## src/rtl/hybrid_mem_arb_pkg.sv

```systemverilog
package hybrid_mem_arb_pkg;
  typedef enum logic [1:0] {
    TBL_WHEEL = 2'd0,
    TBL_PRIO  = 2'd1,
    TBL_RR1   = 2'd2,
    TBL_RR2   = 2'd3
  } tbl_e;

  typedef enum logic [2:0] {
    TIER_NONE,
    TIER_BOOT,
    TIER_WHEEL,
    TIER_PRIO,
    TIER_RR
  } tier_e;
endpackage

```

## src/rtl/arb_rot_pick.sv

```systemverilog
// Cyclic search: first set bit of elig at or after ptr, wrapping.
module arb_rot_pick #(
  parameter int W  = 16,
  parameter int PW = (W > 1) ? $clog2(W) : 1
) (
  input  logic [W-1:0]  elig,
  input  logic [PW-1:0] ptr,
  output logic          found,
  output logic [PW-1:0] idx
);
  always_comb begin
    int j;
    found = 1'b0;
    idx   = '0;
    for (int k = W - 1; k >= 0; k--) begin
      j = int'(ptr) + k;
      if (j >= W) j = j - W;
      if (elig[j]) begin
        found = 1'b1;
        idx   = PW'(j);
      end
    end
  end
endmodule

```

## src/rtl/arb_prio_pick.sv

```systemverilog
// Fixed-order scan of the priority list: lowest entry naming a requester wins.
module arb_prio_pick #(
  parameter int NA    = 11,
  parameter int IDW   = 4,
  parameter int SLOTS = 16
) (
  input  logic [SLOTS*IDW-1:0] list,
  input  logic [NA-1:0]        req,
  output logic                 found,
  output logic [IDW-1:0]       id
);
  logic [SLOTS-1:0] elig;

  for (genvar s = 0; s < SLOTS; s++) begin : g_elig
    logic [IDW-1:0] code;
    assign code = list[s*IDW +: IDW];
    always_comb begin
      elig[s] = 1'b0;
      if (int'(code) < NA) elig[s] = req[code];
    end
  end

  always_comb begin
    found = 1'b0;
    id    = '0;
    for (int s = SLOTS - 1; s >= 0; s--) begin
      if (elig[s]) begin
        found = 1'b1;
        id    = list[s*IDW +: IDW];
      end
    end
  end
endmodule

```

## src/rtl/arb_cfg_tables.sv

```systemverilog
// Two banks of wheel, priority and round-robin tables with one write port.
module arb_cfg_tables
  import hybrid_mem_arb_pkg::*;
#(
  parameter int IDW    = 4,
  parameter int WSLOTS = 128,
  parameter int PSLOTS = 16,
  parameter int R1SLOTS = 16,
  parameter int R2SLOTS = 8,
  parameter int WAW    = $clog2(WSLOTS),
  parameter logic [IDW-1:0] WHEEL_NONE = 4'h7,
  parameter logic [IDW-1:0] LIST_NONE  = 4'hF
) (
  input  logic                     clk,
  input  logic                     rst_n,
  input  logic                     wr_en,
  input  logic                     wr_bank,
  input  logic [1:0]               wr_tbl,
  input  logic [WAW-1:0]           wr_addr,
  input  logic [IDW-1:0]           wr_data,
  input  logic                     rd_bank,
  input  logic [WAW-1:0]           wheel_idx,
  output logic [IDW-1:0]           wheel_code,
  output logic [PSLOTS*IDW-1:0]    prio_list,
  output logic [R1SLOTS*IDW-1:0]   rr1_list,
  output logic [R2SLOTS*IDW-1:0]   rr2_list
);
  logic [IDW-1:0] wheel_m [2][WSLOTS];
  logic [IDW-1:0] prio_m  [2][PSLOTS];
  logic [IDW-1:0] rr1_m   [2][R1SLOTS];
  logic [IDW-1:0] rr2_m   [2][R2SLOTS];

  always_ff @(posedge clk) begin
    if (!rst_n) begin
      for (int b = 0; b < 2; b++) begin
        for (int i = 0; i < WSLOTS; i++)  wheel_m[b][i] <= WHEEL_NONE;
        for (int i = 0; i < PSLOTS; i++)  prio_m[b][i]  <= LIST_NONE;
        for (int i = 0; i < R1SLOTS; i++) rr1_m[b][i]   <= LIST_NONE;
        for (int i = 0; i < R2SLOTS; i++) rr2_m[b][i]   <= LIST_NONE;
      end
    end else if (wr_en) begin
      case (tbl_e'(wr_tbl))
        TBL_WHEEL: if (int'(wr_addr) < WSLOTS)  wheel_m[wr_bank][int'(wr_addr)] <= wr_data;
        TBL_PRIO:  if (int'(wr_addr) < PSLOTS)  prio_m[wr_bank][int'(wr_addr)]  <= wr_data;
        TBL_RR1:   if (int'(wr_addr) < R1SLOTS) rr1_m[wr_bank][int'(wr_addr)]   <= wr_data;
        default:   if (int'(wr_addr) < R2SLOTS) rr2_m[wr_bank][int'(wr_addr)]   <= wr_data;
      endcase
    end
  end

  assign wheel_code = wheel_m[rd_bank][int'(wheel_idx)];

  for (genvar s = 0; s < PSLOTS; s++) begin : g_prio
    assign prio_list[s*IDW +: IDW] = prio_m[rd_bank][s];
  end
  for (genvar s = 0; s < R1SLOTS; s++) begin : g_rr1
    assign rr1_list[s*IDW +: IDW] = rr1_m[rd_bank][s];
  end
  for (genvar s = 0; s < R2SLOTS; s++) begin : g_rr2
    assign rr2_list[s*IDW +: IDW] = rr2_m[rd_bank][s];
  end
endmodule

```

## src/rtl/hybrid_mem_arb.sv

```systemverilog
// Wheel over priority list over two-level round-robin, with a boot rotation.
module hybrid_mem_arb
  import hybrid_mem_arb_pkg::*;
#(
  parameter int NA      = 11,
  parameter int IDW     = 4,
  parameter int WSLOTS  = 128,
  parameter int PSLOTS  = 16,
  parameter int R1SLOTS = 16,
  parameter int R2SLOTS = 8,
  parameter int WMAP    = 8
) (
  input  logic                       clk,
  input  logic                       rst_n,
  input  logic                       run_cfg,
  input  logic                       bank_sel,
  input  logic [NA-1:0]              req,
  input  logic [NA-1:0]              eot,
  output logic [NA-1:0]              grant,
  input  logic                       cfg_we,
  input  logic                       cfg_bank,
  input  logic [1:0]                 cfg_tbl,
  input  logic [$clog2(WSLOTS)-1:0]  cfg_addr,
  input  logic [IDW-1:0]             cfg_data
);
  localparam int WAW = $clog2(WSLOTS);
  localparam int BPW = $clog2(NA);
  localparam int P1W = $clog2(R1SLOTS);
  localparam int P2W = $clog2(R2SLOTS);
  localparam int R1_LAST = R1SLOTS - 1;

  function automatic logic code_hit(input logic [IDW-1:0] code, input logic [NA-1:0] r);
    code_hit = 1'b0;
    if (int'(code) < NA) code_hit = r[code];
  endfunction

  logic [NA-1:0]  grant_q;
  logic [BPW-1:0] boot_ptr;
  logic [WAW-1:0] wheel_ptr;
  logic [P1W-1:0] rr1_ptr;
  logic [P2W-1:0] rr2_ptr;

  logic [IDW-1:0]           wheel_code;
  logic [PSLOTS*IDW-1:0]    prio_list;
  logic [R1SLOTS*IDW-1:0]   rr1_list;
  logic [R2SLOTS*IDW-1:0]   rr2_list;

  arb_cfg_tables #(
    .IDW(IDW), .WSLOTS(WSLOTS), .PSLOTS(PSLOTS),
    .R1SLOTS(R1SLOTS), .R2SLOTS(R2SLOTS), .WAW(WAW)
  ) u_tables (
    .clk(clk), .rst_n(rst_n),
    .wr_en(cfg_we), .wr_bank(cfg_bank), .wr_tbl(cfg_tbl),
    .wr_addr(cfg_addr), .wr_data(cfg_data),
    .rd_bank(bank_sel), .wheel_idx(wheel_ptr),
    .wheel_code(wheel_code), .prio_list(prio_list),
    .rr1_list(rr1_list), .rr2_list(rr2_list)
  );

  // boot rotation over raw requests
  logic           boot_found;
  logic [BPW-1:0] boot_idx;
  arb_rot_pick #(.W(NA), .PW(BPW)) u_boot (
    .elig(req), .ptr(boot_ptr), .found(boot_found), .idx(boot_idx)
  );

  // wheel tier
  logic [IDW-1:0] wheel_agent;
  logic           wheel_hit;
  assign wheel_agent = wheel_code ^ IDW'(WMAP);
  assign wheel_hit   = code_hit(wheel_agent, req);

  // priority tier
  logic           prio_found;
  logic [IDW-1:0] prio_id;
  arb_prio_pick #(.NA(NA), .IDW(IDW), .SLOTS(PSLOTS)) u_prio (
    .list(prio_list), .req(req), .found(prio_found), .id(prio_id)
  );

  // round-robin tier, second level feeds the last first-level slot
  logic [R2SLOTS-1:0] rr2_elig;
  logic               rr2_found;
  logic [P2W-1:0]     rr2_idx;
  for (genvar s = 0; s < R2SLOTS; s++) begin : g_rr2_elig
    assign rr2_elig[s] = code_hit(rr2_list[s*IDW +: IDW], req);
  end
  arb_rot_pick #(.W(R2SLOTS), .PW(P2W)) u_rr2 (
    .elig(rr2_elig), .ptr(rr2_ptr), .found(rr2_found), .idx(rr2_idx)
  );

  logic [R1SLOTS-1:0] rr1_elig;
  logic               rr1_found;
  logic [P1W-1:0]     rr1_idx;
  for (genvar s = 0; s < R1_LAST; s++) begin : g_rr1_elig
    assign rr1_elig[s] = code_hit(rr1_list[s*IDW +: IDW], req);
  end
  assign rr1_elig[R1_LAST] = rr2_found;
  arb_rot_pick #(.W(R1SLOTS), .PW(P1W)) u_rr1 (
    .elig(rr1_elig), .ptr(rr1_ptr), .found(rr1_found), .idx(rr1_idx)
  );

  logic rr_to_l2;
  assign rr_to_l2 = (rr1_idx == P1W'(R1_LAST));

  // tier selection
  tier_e          tier;
  logic [IDW-1:0] win_id;
  always_comb begin
    tier   = TIER_NONE;
    win_id = '0;
    if (!run_cfg) begin
      if (boot_found) begin
        tier   = TIER_BOOT;
        win_id = IDW'(boot_idx);
      end
    end else if (wheel_hit) begin
      tier   = TIER_WHEEL;
      win_id = wheel_agent;
    end else if (prio_found) begin
      tier   = TIER_PRIO;
      win_id = prio_id;
    end else if (rr1_found) begin
      tier   = TIER_RR;
      win_id = rr_to_l2 ? rr2_list[int'(rr2_idx)*IDW +: IDW]
                        : rr1_list[int'(rr1_idx)*IDW +: IDW];
    end
  end

  logic [NA-1:0] win_oh;
  for (genvar a = 0; a < NA; a++) begin : g_win_oh
    assign win_oh[a] = (tier != TIER_NONE) && (win_id == IDW'(a));
  end

  logic release_now, port_open, decide;
  assign release_now = |(eot & grant_q);
  assign port_open   = (grant_q == '0) || release_now;
  assign decide      = port_open && (req != '0);

  always_ff @(posedge clk) begin
    if (!rst_n) begin
      grant_q <= '0;
    end else if (decide) begin
      grant_q <= win_oh;
    end else if (release_now) begin
      grant_q <= '0;
    end
  end

  always_ff @(posedge clk) begin
    if (!rst_n) begin
      boot_ptr  <= '0;
      wheel_ptr <= '0;
      rr1_ptr   <= '0;
      rr2_ptr   <= '0;
    end else if (decide && tier != TIER_NONE) begin
      if (tier == TIER_BOOT) begin
        boot_ptr <= (boot_idx == BPW'(NA - 1)) ? '0 : boot_idx + 1'b1;
      end else begin
        wheel_ptr <= (wheel_ptr == WAW'(WSLOTS - 1)) ? '0 : wheel_ptr + 1'b1;
        if (tier == TIER_RR) begin
          rr1_ptr <= rr_to_l2 ? '0 : rr1_idx + 1'b1;
          if (rr_to_l2)
            rr2_ptr <= (rr2_idx == P2W'(R2SLOTS - 1)) ? '0 : rr2_idx + 1'b1;
        end
      end
    end
  end

  assign grant = grant_q;
endmodule

```

## config.mk

```make
export PLATFORM = sky130hd
export DESIGN_NAME = hybrid_mem_arb
export DESIGN_NICKNAME = d
export VERILOG_FILES = /design/src/rtl/hybrid_mem_arb_pkg.sv /design/src/rtl/arb_rot_pick.sv /design/src/rtl/arb_prio_pick.sv /design/src/rtl/arb_cfg_tables.sv /design/src/rtl/hybrid_mem_arb.sv
export SDC_FILE = /design/constraint.sdc
export NUM_CORES = 2
export LEC_CHECK = 0
export BUFFER_PORTS_ARGS = -buffer_cell sky130_fd_sc_hd__buf_2
export CAP_MARGIN = 10
export CORE_UTILIZATION = 35
export CTS_BUF_LIST = sky130_fd_sc_hd__clkbuf_4 sky130_fd_sc_hd__clkbuf_8 sky130_fd_sc_hd__clkbuf_16
export DETAILED_ROUTE_END_ITERATION = 12
export SYNTH_ARGS = -nofsm -noshare
export SYNTH_HDL_FRONTEND = slang
export SYNTH_HIERARCHICAL = 1
export SYNTH_SLANG_ARGS = --single-unit
```

## constraint.sdc

```tcl
create_clock -name clk -period 9.9 [get_ports clk]
set_input_delay 1.98 -clock clk [delete_from_list [all_inputs] [get_ports clk]]
set_output_delay 1.98 -clock clk [all_outputs]
set_load 0.02 [all_outputs]
```

==> metrics <==
post-synthesis sequential area ratio 0.567; Total Routing Usage GR 0.213; layout cell share with drive strength beyond 1 0.200; remaining global-route overflow 0; Die Footprint 0.208 mm2; Die Ht 456 um; Worst Setup Start Kind input pin; Inserted Clock Buffers 146; Yosys cell types 132; Net Sw Frac 0.318; Syn Nets 5,646; critical-path maximum fanout 34; Mapped Area 0.0722 mm2; clock share of power 0.324; Static Leak 25.5 nW; setup total negative slack 0 ps; post-route minimum period 8700 ps; pwr/cell area 214 mW/mm2; CP Capture Type register; Mapped Cells 5,575; global-route wire length before repair 333,000 um; top cell type's share of synthesized area 0.559; placed insts 7,981; total of max-cap violations 0; Resize count post-CTS 0; Max Slew Vio Count 0; largest family of logic cells by synthesized area multiplexers; HP Class register to register; R2R cell count 21; skew final 33.9 ps; Reg-to-Reg End grant[1]; Port Buffers a little over 50; Combinational Power Share 0.274; initial antenna violation count 11; post-synthesis xor/xnor area fraction 0.00734; Least-Margin Pin Slew 1280 ps; Slew headroom 0.143; DR iter-0 viols 6,504; crit share post-route 0.879; top cells by area, synth edfxtp_1 (56%), mux4_2 (9.8%), mux2i_1 (3.9%), nand2_1 (3.5%), mux2_2 (3.2%); Area Overhead vs Synth 10.2%; Synth Flop Type edfxtp_1; clk sinks 1,373; Synthesis Warnings 6; H-tree depth 4; Finished Layout Cells 8,250; Final Hold Violating Endpoints 0; Final Power 0.0170 W; Synth Area in Adders 0.00520; maximum clock frequency roughly 0.11 GHz; cts hold-fix bufs 0; hold path depth 2; TritonCTS clock tree done; drt pass-1 iters 6; num ports 52; DR vias 50,300; DRC violations left 0; synthesized area per cell 13.0 um2; Internal 0.0116 W; Post-synth EDFFs 1,344; gpl congestion 0.906; Sw Pwr 0.00541 W; post-synthesis simple-gate area fraction 0.113; #FFs+latches synth 1,373; Synth area leader edfxtp_1; Hold EP grant[2]; Rows 166; Max VDD drop between 0.00015 and 0.0002 V; die width 456 um; count of final setup violators 0; RSZ-0062 raised after global routing false; clock latency on the worst-skew pair 800 ps; largest net degree at the start of global routing 111; CTS root buffer clkbuf_16; Core ar. 0.205 mm2; reg2reg setup slack 2380 ps; Worst Path Required 10,600 ps; clock slew seen by the registers of the worst setup and hold paths 60 ps; mux cell area share after synthesis 0.175; final net count 5,512; min-delay src grant[2]; ANT nets after route 0; Async S/R FF share, synth 0; Compound-Gate Fraction of Synth Area 0.0993; WL per Instance 27.6 um; FF-to-FF Start rr2_ptr[1]; DP HPWL 143,000 um; Initial Util 0.353; number of buffers added for setup after CTS 0; via count normalized by instance count between 6 and 7; wire length after detailed routing 228,000 um; Max Buffers Root-to-Sink 3; vias in the first global route 48,700; Reg power frac 0.402; Setup CP Type input pin to register; status finished clean; arrival time at the worst endpoint 9400 ps
## layer usage
metal  global-route usage  share of wire
met5                    0        0.00013
met4               0.0707          0.032
met3               0.0421          0.099
met2                0.339           0.46
met1                0.291           0.40
## worst max path at each step
stage,start,to,slack [ps]
3_5_place_dp,bank_sel,grant[4],600
2_1_floorplan,bank_sel,grant[10],490
6_report,bank_sel,grant[1],1200
5_1_grt,bank_sel,grant[4],810
3_3_place_gp,bank_sel,grant[4],640
4_1_cts,bank_sel,grant[4],1410
## critical path: stages
cell and delay (ps):
buf_8 240, mux2_2 450, mux4_2 430, o21ai_0 160, o21ai_0 290, mux4_1 780, nor2_1 160, mux4_2 270
nand3b_1 350, mux4_1 740, mux2_4 340, mux2i_4 240, a211oi_1 120, o31ai_1 300, o211ai_1 180, a31oi_4 250
buf_4 260, mux4_2 530, a22oi_1 200, nor2_1 80, nor4_1 320, a311o_1 240, nand3b_1 170, o21ai_0 230
## logic make-up (layout without fill, tap and decap cells)
group | after synthesis | after routing
simple gates | 1705 | 1705
flops | 1373 | 1373
compound gates | 1095 | 1095
mux | 820 | 820
buf+inv | 502 | 480
xor+xnor | 50 | 50
fa+ha+maj | 30 | 30
other cells | 0 | 9
## layout by cell type (no fill, tap or decap), types with 26 or more instances in the layout
cell type  Yosys  routed
a21oi_1      140     140
nor3_1        64      63
nand4_1       26      26
clkinv_1       1      29
a22oi_1       75      75
o221ai_1      58      58
a31oi_1       27      26
or3_1        102     102
mux2_2       204     204
xnor2_1       34      34
nand2_1      680     671
inv_1         51      51
mux4_2       313     313
clkbuf_16      0     147
edfxtp_1    1344    1344
nand3b_1      50      50
o21ai_0      428     428
ha_1          30      30
mux2i_1      282     282
nor4_1        28      28
or2_2         96      96
o211ai_1      28      28
nand2b_1      66      62
buf_4         23     111
clkbuf_4       0      40
buf_2         94      46
nand3_1       91      91
nor2b_1       34      34
nor2_1       342     334
and2_1        35      34
o22ai_1       42      42
dfxtp_1       29      26
a211oi_1      43      43
## layout make-up
class / count / area (um2)
fill: 19100 / 125000
sequential: 1373 / 40900
multi-input combinational: 3700 / 29000
clock buffer: 187 / 3980
tap: 2688 / 3360
timing repair buffer: 162 / 1150
clock inverter: 73 / 845
inverter: 58 / 233
antenna: 9 / 22.5
## synth_stat cells, types with 18 or more instances
cell type / count
nor2_1: 342
xnor2_1: 34
edfxtp_1: 1344
inv_1: 51
buf_1: 18
dfxtp_1: 29
o211ai_1: 28
buf_4: 23
clkbuf_1: 271
o21ai_1: 19
nand2b_1: 66
buf_6: 29
nor2b_1: 34
mux4_2: 313
nor4_1: 28
nand3b_1: 50
or3_1: 102
o221ai_1: 58
nor3b_1: 19
or2_2: 96
buf_2: 94
a31oi_1: 27
nand4_1: 26
nand2_1: 680
a22oi_1: 75
nand3_1: 91
and2_1: 35
nor3_1: 64
o22ai_1: 42
a21oi_1: 140
mux2_2: 204
o21ai_0: 428
mux2i_1: 282
ha_1: 30
a211oi_1: 43
## per-stage QoR
| step | utilization | hold WS, ps | cell area, um2 | worst slack (ps) |
|---|---|---|---|---|
| after global routing | 0.388 | 536 | 79600 | 808 |
| after detailed placement | 0.365 | 491 | 74700 | 596 |
| final | 0.389 | 508 | 79600 | 1200 |
| after floorplan | - | 458 | 72200 | 494 |
| after global placement | 0.365 | 482 | 74700 | 644 |
| after CTS | 0.388 | 511 | 79600 | 1410 |
## flip-flops by register name, summed over array words and instances, names as in the netlist
register,cells
u_tables/rr1_m,128
u_tables/prio_m,128
wheel_ptr,7
boot_ptr,4
rr1_ptr,4
u_tables/rr2_m,64
u_tables/wheel_m,1024
rr2_ptr,3
grant,11
## power by group through the flow
| stage | Sequential (W) | Clock [W] | Combinational (W) |
|---|---|---|---|
| after floorplan | 0.00692 | 0 | 0.00330 |
| after global placement | 0.00695 | 0 | 0.00452 |
| after detailed placement | 0.00696 | 0 | 0.00455 |
| after CTS | 0.00684 | 0.00558 | 0.00457 |
| after global routing | 0.00687 | 0.00579 | 0.00495 |
| final | 0.00684 | 0.00550 | 0.00466 |
Note: power is estimated with default switching activity, not from simulation.
